==> config.mk <==
export PLATFORM = sky130hd
export DESIGN_NAME = clk_rate_monitor
export DESIGN_NICKNAME = d
export VERILOG_FILES = /design/src/rtl/clk_rate_pkg.sv /design/src/rtl/clk_rate_datapath.sv /design/src/rtl/clk_rate_ctrl.sv /design/src/rtl/clk_rate_monitor.sv
export SDC_FILE = /design/constraint.sdc
export NUM_CORES = 1
export LEC_CHECK = 0
export BUFFER_PORTS_ARGS = -buffer_cell sky130_fd_sc_hd__buf_4
export CORE_MARGIN = 5
export CORE_UTILIZATION = 33
export CTS_BUF_LIST = sky130_fd_sc_hd__clkbuf_4
export CTS_CLUSTER_DIAMETER = 100
export CTS_CLUSTER_SIZE = 24
export DETAILED_ROUTE_END_ITERATION = 10
export GPL_TIMING_DRIVEN = 1
export PLACE_DENSITY_LB_ADDON = 0.15
export SLEW_MARGIN = 20
export SYNTH_ARGS = -nofsm -noshare
export SYNTH_HDL_FRONTEND = slang
export SYNTH_SLANG_ARGS = --single-unit
export TNS_END_PERCENT = 30
==> constraint.sdc <==
create_clock -name clk -period 7.3 [get_ports clk]
set_clock_uncertainty 0.05 [all_clocks]
set_input_delay 1.095 -clock clk [delete_from_list [all_inputs] [get_ports clk]]
set_output_delay 1.095 -clock clk [all_outputs]
set_load 0.005 [all_outputs]
==> src/rtl/clk_rate_pkg.sv <==
package clk_rate_pkg;

  typedef enum logic {
    WAIT_REF  = 1'b0,
    IN_WINDOW = 1'b1
  } winState_e;

  // control -> datapath
  typedef struct packed {
    logic clearCnt;
    logic countEn;
  } dpStrobe_t;

  // datapath -> control, valid in the cycle a window closes
  typedef struct packed {
    logic zero;
    logic slow;
    logic fast;
  } winVerdict_t;

endpackage

==> src/rtl/clk_rate_datapath.sv <==
module clk_rate_datapath
  import clk_rate_pkg::*;
#(
  parameter int CNT_W = 10
) (
  input  logic             clk,
  input  logic             rst_n,
  input  dpStrobe_t        strb,
  input  logic             measTick,
  input  logic [CNT_W-1:0] minCount,
  input  logic [CNT_W-1:0] maxCount,
  output winVerdict_t      verdict
);

  localparam logic [CNT_W-1:0] CNT_MAX = {CNT_W{1'b1}};

  logic [CNT_W-1:0] count;
  logic             ovfl;
  logic             carry;
  logic [CNT_W-1:0] total;
  logic             winOvfl;

  always_ff @(posedge clk or negedge rst_n) begin
    if (!rst_n) begin
      count <= '0;
      ovfl  <= 1'b0;
    end else if (strb.clearCnt) begin
      count <= '0;
      ovfl  <= 1'b0;
    end else if (strb.countEn && measTick) begin
      if (count == CNT_MAX) ovfl  <= 1'b1;
      else                  count <= count + 1'b1;
    end
  end

  // closing total includes a tick coincident with the closing reference tick
  always_comb begin
    carry   = measTick && (count == CNT_MAX);
    total   = carry ? CNT_MAX : count + {{(CNT_W-1){1'b0}}, measTick};
    winOvfl = ovfl || carry;
    verdict.zero = !winOvfl && (total == '0);
    verdict.fast = winOvfl || (total > maxCount);
    verdict.slow = !winOvfl && (total < minCount);
  end

  assert_count_monotonic_R1: assert property (@(posedge clk) disable iff (!rst_n)
    !strb.clearCnt |=> count >= $past(count));

  assert_saturate_R7: assert property (@(posedge clk) disable iff (!rst_n)
    ovfl |-> count == CNT_MAX);

  assert_window_clear_R7: assert property (@(posedge clk) disable iff (!rst_n)
    strb.clearCnt |=> (count == '0) && !ovfl);

endmodule

==> src/rtl/clk_rate_ctrl.sv <==
module clk_rate_ctrl
  import clk_rate_pkg::*;
#(
  parameter int TO_W = 4
) (
  input  logic            clk,
  input  logic            rst_n,
  input  logic            measEn,
  input  logic            refTick,
  input  logic [TO_W-1:0] timeoutWindows,
  input  logic [2:0]      flagClr,
  input  winVerdict_t     verdict,
  output dpStrobe_t       strb,
  output logic            slowFlag,
  output logic            fastFlag,
  output logic            timeoutFlag,
  output logic            alertPulse
);

  localparam int IW = TO_W + 1;

  winState_e       state;
  logic [TO_W-1:0] idleCnt;
  logic [IW-1:0]   idleNext;
  logic            closeWin;
  logic            slowEv, fastEv, toEv;

  assign closeWin      = measEn && (state == IN_WINDOW) && refTick;
  assign strb.clearCnt = !measEn || (state == WAIT_REF) || refTick;
  assign strb.countEn  = measEn && (state == IN_WINDOW);
  assign idleNext      = {1'b0, idleCnt} + 1'b1;

  always_comb begin
    slowEv = 1'b0;
    fastEv = 1'b0;
    toEv   = 1'b0;
    if (closeWin) begin
      if (verdict.zero) begin
        toEv = (timeoutWindows != '0) && (idleNext >= {1'b0, timeoutWindows});
      end else begin
        slowEv = verdict.slow;
        fastEv = verdict.fast;
      end
    end
  end

  always_ff @(posedge clk or negedge rst_n) begin
    if (!rst_n)           state <= WAIT_REF;
    else if (!measEn)     state <= WAIT_REF;
    else if (refTick)     state <= IN_WINDOW;
  end

  always_ff @(posedge clk or negedge rst_n) begin
    if (!rst_n) begin
      idleCnt <= '0;
    end else if (!measEn || (timeoutWindows == '0)) begin
      idleCnt <= '0;
    end else if (closeWin) begin
      if (verdict.zero && !toEv) idleCnt <= idleNext[TO_W-1:0];
      else                       idleCnt <= '0;
    end
  end

  always_ff @(posedge clk or negedge rst_n) begin
    if (!rst_n) begin
      slowFlag    <= 1'b0;
      fastFlag    <= 1'b0;
      timeoutFlag <= 1'b0;
      alertPulse  <= 1'b0;
    end else begin
      slowFlag    <= (slowFlag    && !flagClr[0]) || slowEv;
      fastFlag    <= (fastFlag    && !flagClr[1]) || fastEv;
      timeoutFlag <= (timeoutFlag && !flagClr[2]) || toEv;
      alertPulse  <= slowEv || fastEv || toEv;
    end
  end

  assert_alert_after_close_R5: assert property (@(posedge clk) disable iff (!rst_n)
    alertPulse |-> $past(closeWin));

  assert_timeout_from_idle_R6: assert property (@(posedge clk) disable iff (!rst_n)
    $rose(timeoutFlag) |-> $past(closeWin && verdict.zero));

  assert_slow_sticky_R8: assert property (@(posedge clk) disable iff (!rst_n)
    (slowFlag && !flagClr[0]) |=> slowFlag);

  assert_slow_judged_R2: assert property (@(posedge clk) disable iff (!rst_n)
    $rose(slowFlag) |-> $past(closeWin && verdict.slow && !verdict.zero));

  assert_disable_drops_window_R9: assert property (@(posedge clk) disable iff (!rst_n)
    !measEn |=> state == WAIT_REF);

endmodule

==> src/rtl/clk_rate_monitor.sv <==
module clk_rate_monitor
  import clk_rate_pkg::*;
#(
  parameter int CNT_W = 10,
  parameter int TO_W  = 4
) (
  input  logic             clk,
  input  logic             rst_n,
  input  logic             measEn,
  input  logic [CNT_W-1:0] minCount,
  input  logic [CNT_W-1:0] maxCount,
  input  logic [TO_W-1:0]  timeoutWindows,
  input  logic             measTick,
  input  logic             refTick,
  input  logic [2:0]       flagClr,
  output logic             slowFlag,
  output logic             fastFlag,
  output logic             timeoutFlag,
  output logic             alertPulse
);

  dpStrobe_t   strb;
  winVerdict_t verdict;

  clk_rate_datapath #(.CNT_W(CNT_W)) u_dp (
    .clk      (clk),
    .rst_n    (rst_n),
    .strb     (strb),
    .measTick (measTick),
    .minCount (minCount),
    .maxCount (maxCount),
    .verdict  (verdict)
  );

  clk_rate_ctrl #(.TO_W(TO_W)) u_ctrl (
    .clk            (clk),
    .rst_n          (rst_n),
    .measEn         (measEn),
    .refTick        (refTick),
    .timeoutWindows (timeoutWindows),
    .flagClr        (flagClr),
    .verdict        (verdict),
    .strb           (strb),
    .slowFlag       (slowFlag),
    .fastFlag       (fastFlag),
    .timeoutFlag    (timeoutFlag),
    .alertPulse     (alertPulse)
  );

endmodule

==> flow_summary.ini, run 1 <==
[run_status]
outcome = complete, no violations

[placement]
io_buffers = 35
dpl.hpwl_microns = 3430
dp_cells = 328
place_congestion = 0.792
dpl-instance-area_sq_um = 2210

[cts]
ctsHtreeMaxLevel = 1
postCtsHoldBufs = 0
cts_sinks = 20
tritoncts = built
clk_pin_slew_ns = 0.12
clk_latency_ns = 0.30
cts_buffer_depth = 2
cts_resized = 0
cts_inserted_buffers = 3
cts-root-buf = clkbuf_4
cts_setup_buffers = 0

[power]
p_seq_share_pct = 54.6
p_int_mw = 0.153
pwr-share-clk_pct = 26.7
ir_drop_v = 0.0000471
comb_power_share_pct = 18.7
p_leak_nw = 1.19
p_sw_mw = 0.0548
finalPower_mw = 0.207
swShare_pct = 26.4
power_per_cell_area_nw_per_um2 = 92.6

[cells_and_area]
fin_cells = 332
drive_above_1_share_pct = 18.8
fillCellCount = 591
area_growth_pct = 17.7
final_area_sq_um = 2240
nNetsFinal = 320
insertedDiodeCount = 0

[global_route]
track_usage_pct = 12.1
grt_overflow = 0
grt_pass1_wl_microns = 7320
antenna_found_initial = 0
grt_pass1_vias = 1634
grt_start_max_net_pins = 21

[logic_synthesis]
synthDistinctLibCells = 47
synth_warnings = 0
synth_flop_cell = dfrtp_1
synth_edf_count = 0
syn_nets = 287
synth_cells = 228
netlist_area_sq_um = 1900
seq_area_frac_synth_pct = 26.3
ys_ff_latch = 20
synthTopCellsByArea = dfrtp_1 26%, ha_1 18%, inv_1 5.5%
post-synth-top-area-cell = dfrtp_1
async_flop_share_pct = 100
yosysTopAreaCellShare_pct = 26.3
syn_avg_cell_area_sq_um = 8.35

[critical_path]
cp.arrival_ns = 3.49
cp-start-kind = input port
cp.required_ns = 7.44
path_class = input port to flop
end_kind = flop
path_max_fanout = 5
r2r_start = u_dp.count[1]
cp-startpoint = measTick

[route]
drt_iter0_drc = 42
num_vias = 1587
route.detailed.drc = 0
wire_per_inst_microns = 12.4
drt_pass1_iterations = 4
via_per_inst = 4.78
routed_wl_microns = 4110
ant_nets = 0

[timing]
hold_violations = 0
post-route-period-util_pct = 45.9
maxSlewViolCount = 0
timing.fmax_mhz = 299
setup_violations = 0
relSlewSlack_pct = 66.1
worst_pin_slew_ns = 0.507
timing.hold.ws_ns = 0.477
rsz0062_at_grt = no
final.setup.tns_ns = 0
period_needed_ns = 3.35

[floorplan]
initial_core_util_pct = 34.3
die-width_microns = 85.9
std_cell_rows = 27
die_area_sq_um = 7390
core_area_sq_um = 5540
die_height_microns = 85.9
ioPinCount = 36

[min_path]
hp-class = flop to flop
min_from = u_dp.ovfl

[run]
drv_cap = 0
==> sequential cells by signal (all words and copies together) (netlist names) <==
| register | count |
|---|---|
| u_ctrl.state | 1 |
| u_ctrl.alertPulse | 1 |
| u_ctrl.slowFlag | 1 |
| u_ctrl.timeoutFlag | 1 |
| u_dp.count | 10 |
| u_ctrl.fastFlag | 1 |
| u_dp.ovfl | 1 |
| u_ctrl.idleCnt | 4 |
==> cell usage in the layout (no fill, tap or decap), types with 5 or more instances in the layout <==
cell type	n
buf_4	35
inv_1	28
ha_1	27
nand2_1	20
nor2_1	20
dfrtp_1	20
nand3_1	14
a21o_1	8
xnor2_1	7
xor2_1	7
a21oi_1	7
or3_1	6
o21ai_0	6
nor2b_1	5
==> worst paths after layout <==
check	slack, ns	end	depth (start not counted)
min in group asynchronous	0.60	u_dp.count[2]	1
max	3.95	u_ctrl.alertPulse	12
min reg2reg	0.48	u_dp.ovfl	2
min	0.48	u_dp.ovfl	2
max in group asynchronous	6.38	u_ctrl.idleCnt[2]	1
max reg2reg	4.11	u_ctrl.alertPulse	10
==> cell families (layout without fill, tap and decap cells) <==
| kind of cell | Yosys count | count (layout) | share of synthesized area [%] |
|---|---|---|---|
| simple gates | 86 | 86 | 23.7 |
| compound gates | 45 | 45 | 17.5 |
| buf+inv | 35 | 67 | 7.76 |
| fa+ha+maj | 27 | 27 | 17.8 |
| flops | 20 | 20 | 26.3 |
| xor+xnor | 14 | 14 | 6.44 |
| mux | 1 | 1 | 0.526 |
==> per-stage QoR <==
step	worst slack [ns]	utilization [%]
2_1_floorplan	3.98	-
3_3_place_gp	3.67	40.0
3_5_place_dp	3.59	40.0
4_1_cts	3.92	40.4
5_1_grt	3.59	40.4
6_report	3.95	40.4
==> per-layer routing <==
metal / wire length (microns) / global-route usage (%) / up-vias
li1: - / - / 865
met1: 2020 / 16.3 / 696
met2: 1850 / 19.7 / 24
met3: 209 / 2.31 / 2
met4: 31 / 3.45 / 0
met5: 0 / 0 / -
==> final cells by class <==
cell class	instances	area (sq um)	area share [%]
flip-flops and latches	20	500	22.3
inverters	28	105	4.69
repair buffers	35	263	11.7
multi-input cells	173	1250	56.0
well taps	72	90.1	4.02
clock inverters	1	3.75	0.168
clock buffers	3	22.5	1.01
==> synth_stat cells (2+ instances only) <==
cell	n
o21a_1	4
o21ai_0	6
nor2b_1	5
o32ai_1	3
a21oi_1	7
nand4_2	2
nor2_1	20
nor3_1	3
nand3_1	14
ha_1	27
or3_1	6
nand2_1	20
inv_1	28
o21ai_1	2
buf_4	2
dfrtp_1	20
nand4_1	4
clkbuf_1	2
a21o_1	8
o22ai_1	2
xnor2_1	7
xor2_1	7
nand2b_1	4
nor4_1	2
==> critical path, stage by stage <==
cell      delay [ns]
buf_4           0.10
ha_1            0.23
nand3_1         0.20
nor3_2          0.28
xor2_1          0.29
nand2b_1        0.18
ha_1            0.27
a22o_1          0.24
nor4_1          0.21
a21oi_1         0.12
nor3_1          0.16
o32ai_1         0.11
==> power groups by stage <==
stage | sequential (mW) | clock [mW] | combinational [mW]
2_1_floorplan | 0.115 | 0 | 0.0181
3_3_place_gp | 0.115 | 0 | 0.0398
3_5_place_dp | 0.115 | 0 | 0.0397
4_1_cts | 0.113 | 0.0597 | 0.0399
5_1_grt | 0.113 | 0.0626 | 0.0444
6_report | 0.113 | 0.0554 | 0.0388
(Power assumes the default switching activity.)
==> run 2, diff against run 1 <==
Settings changed: ABC_AREA set to 1.
Clock period 7.3 ns to 2.85 ns, I/O delays scaled along.
==> flow_summary.ini, run 2 <==
[critical_path]
cp-start-kind = flop
cpMostUsedCell = nand2_1
path_class = flop to flop
cp.arrival_ns = 2.69
slowest_stage = dfrtp_2
r2r_cells = 16
cp_top_family = simple AND/OR/NAND/NOR gates
crit_path_end = u_ctrl.fastFlag
critPathBufInv = 1
cp_cell_sequence = ha_1 -> ha_1 -> inv_1 -> nor2_1 -> nand2_1 -> nand2_1 -> nand3_1 -> ha_1 -> nand2_1 -> nor2_1 -> o211ai_1 -> nand3_1 -> nand2_1 -> nand2_1 -> nand3_1 -> o21ai_1
end_kind = flop
cp.required_ns = 3.05
reg2reg_slack_ns = 0.36
r2r_end = u_ctrl.fastFlag
critPathMaxStageDelay_ns = 0.43
r2r_start = u_dp.count[0]
cp.depth = 16
path_max_fanout = 5
cp-startpoint = u_dp.count[0]

[logic_synthesis]
ys_ff_latch = 20
synthTopCellsByArea = dfrtp_1 26%, ha_1 17%, nand2_1 13%
post-synth-top-area-cell = dfrtp_1
yosysTopAreaCellShare_pct = 25.9
synthDistinctLibCells = 26
synth_top_cells_by_count = 66 x nand2_1, 57 x inv_1, 27 x ha_1
netlist_area_sq_um = 1940
seq_area_frac_synth_pct = 25.9
syn_nets = 343
yosysMostFrequentCell = nand2_1
synth_cells = 284
synth_edf_count = 0
syn_avg_cell_area_sq_um = 6.82
synth_flop_cell = dfrtp_1
async_flop_share_pct = 100
synth_warnings = 0

[route]
route.detailed.drc = 0
ant_nets = 0
num_vias = 1841
drt_pass1_iterations = 4
via_per_inst = 4.65
wire_per_inst_microns = 11.3
drt_iter0_drc = 52
routed_wl_microns = 4460

[floorplan]
die-width_microns = 86.6
initial_core_util_pct = 34.5
die_area_sq_um = 7500
die_height_microns = 86.6
std_cell_rows = 27
ioPinCount = 36
core_area_sq_um = 5610

[cts]
cts_inserted_buffers = 3
clk_latency_ns = 0.31
cts-root-buf = clkbuf_4
ctsHtreeMaxLevel = 1
cts_buffer_depth = 2
cts_sinks = 20
tritoncts = built
clk_pin_slew_ns = 0.12
cts_setup_buffers = 0

[placement]
place_congestion = 0.840
dpl.hpwl_microns = 3790
io_buffers = 35

[global_route]
grt_pass1_wl_microns = 8150
track_usage_pct = 13.3
grt_pass1_vias = 1856
grt_overflow = 0
antenna_found_initial = 0
grt_start_max_net_pins = 21

[power]
p_seq_share_pct = 45.5
p_int_mw = 0.484
pwr-share-clk_pct = 37.5
p_sw_mw = 0.155
power_per_cell_area_nw_per_um2 = 271
swShare_pct = 24.2
comb_power_share_pct = 17.1
finalPower_mw = 0.639
ir_drop_v = 0.000153
p_leak_nw = 1.35

[timing]
rsz0062_at_grt = no
relSlewSlack_pct = 62.0
worst_pin_slew_ns = 0.564
post-route-period-util_pct = 87.3
setup_violations = 0
maxSlewViolCount = 0
period_needed_ns = 2.49
hold_violations = 0
final.setup.tns_ns = 0
timing.fmax_mhz = 402

[cells_and_area]
reg_top3 = u_dp.count x10, u_ctrl.idleCnt x4
top_register = u_dp.count
nNetsFinal = 384
fillCellCount = 625
insertedDiodeCount = 0
multi_input_area_sq_um = 1220
largest_reg_flops = 10
final_cell_mix = 66 x nand2_1, 57 x inv_1, 36 x buf_4
layout_commonest_cell = nand2_1
seqCellArea_sq_um = 502
drive_above_1_share_pct = 17.3
area_growth_pct = 21.7

[min_path]
hp-class = input port to flop
hold_depth = 2

[run]
drv_cap = 0

[run_status]
outcome = complete, no violations
[run 2: power by group through the flow]
| stage | Combinational, mW | Sequential (mW) | Clock (mW) |
|---|---|---|---|
| floorplan | 0.0535 | 0.295 | 0 |
| global placement | 0.109 | 0.296 | 0 |
| detailed placement | 0.109 | 0.296 | 0 |
| CTS | 0.111 | 0.291 | 0.248 |
| global route | 0.128 | 0.291 | 0.260 |
| finish | 0.109 | 0.290 | 0.239 |
[run 2: what timing repair did]
item / in CTS / in global routing
resized for setup: 0 / 2
setup endpoints to repair: 0 / 2
hold endpoints to repair: 20 / 0
hold buffers: 1 / 0
[run 2: metrics by stage]
stage               std cells  util [%]  hold slack, ns  setup WS [ns]  area (sq um)
finish                    396      42.0           0.208          0.363          2360
global route              396      42.0           0.191        0.00479          2360
CTS                       396      42.0           0.196          0.257          2350
detailed placement        391      40.9           0.280          0.202          2290
global placement          391      40.9           0.280          0.221          2290
floorplan                 284         -          0.0819          0.638          1940
[run 2: how the worst min path moves through the flow]
stage,slack (ns),startpoint,to
finish,0.21,flagClr[1],u_ctrl.fastFlag
global route,0.19,flagClr[0],u_ctrl.slowFlag
detailed placement,0.28,rst_n,u_dp.count[1]
global placement,0.28,rst_n,u_dp.count[1]
CTS,0.20,flagClr[1],u_ctrl.fastFlag
floorplan,0.08,rst_n,u_ctrl.alertPulse
[run 2: cell type report]
type / count / area share, %
Clock inverter: 1 / 1.27
Clock buffer: 3 / 0.956
Timing Repair Buffer: 37 / 11.9
Sequential cell: 20 / 21.3
Tap cell: 72 / 3.82
Multi-Input combinational cell: 206 / 51.7
Inverter: 57 / 9.08
[run 2: logic make-up (layout without fill, tap and decap cells)]
kind of cell             count (synthesis)  in the layout  share of synthesized area [%]
XOR/XNOR                                 5              5                           2.26
flip-flops                              20             20                           25.9
AND/OR/NAND/NOR                        137            137                           32.6
buffers and inverters                   58             98                           11.2
adder cells (fa/ha/maj)                 27             27                           17.5
AO/OA/AOI/OAI                           37             37                           10.5
[run 2: routing by layer]
metal	part of all wire [%]	global-route usage [%]	up-vias
met4	1.4	4.25	0
met5	0	0	-
met1	49	17.8	805
met2	45	22.2	36
li1	-	-	996
met3	4.4	1.33	4
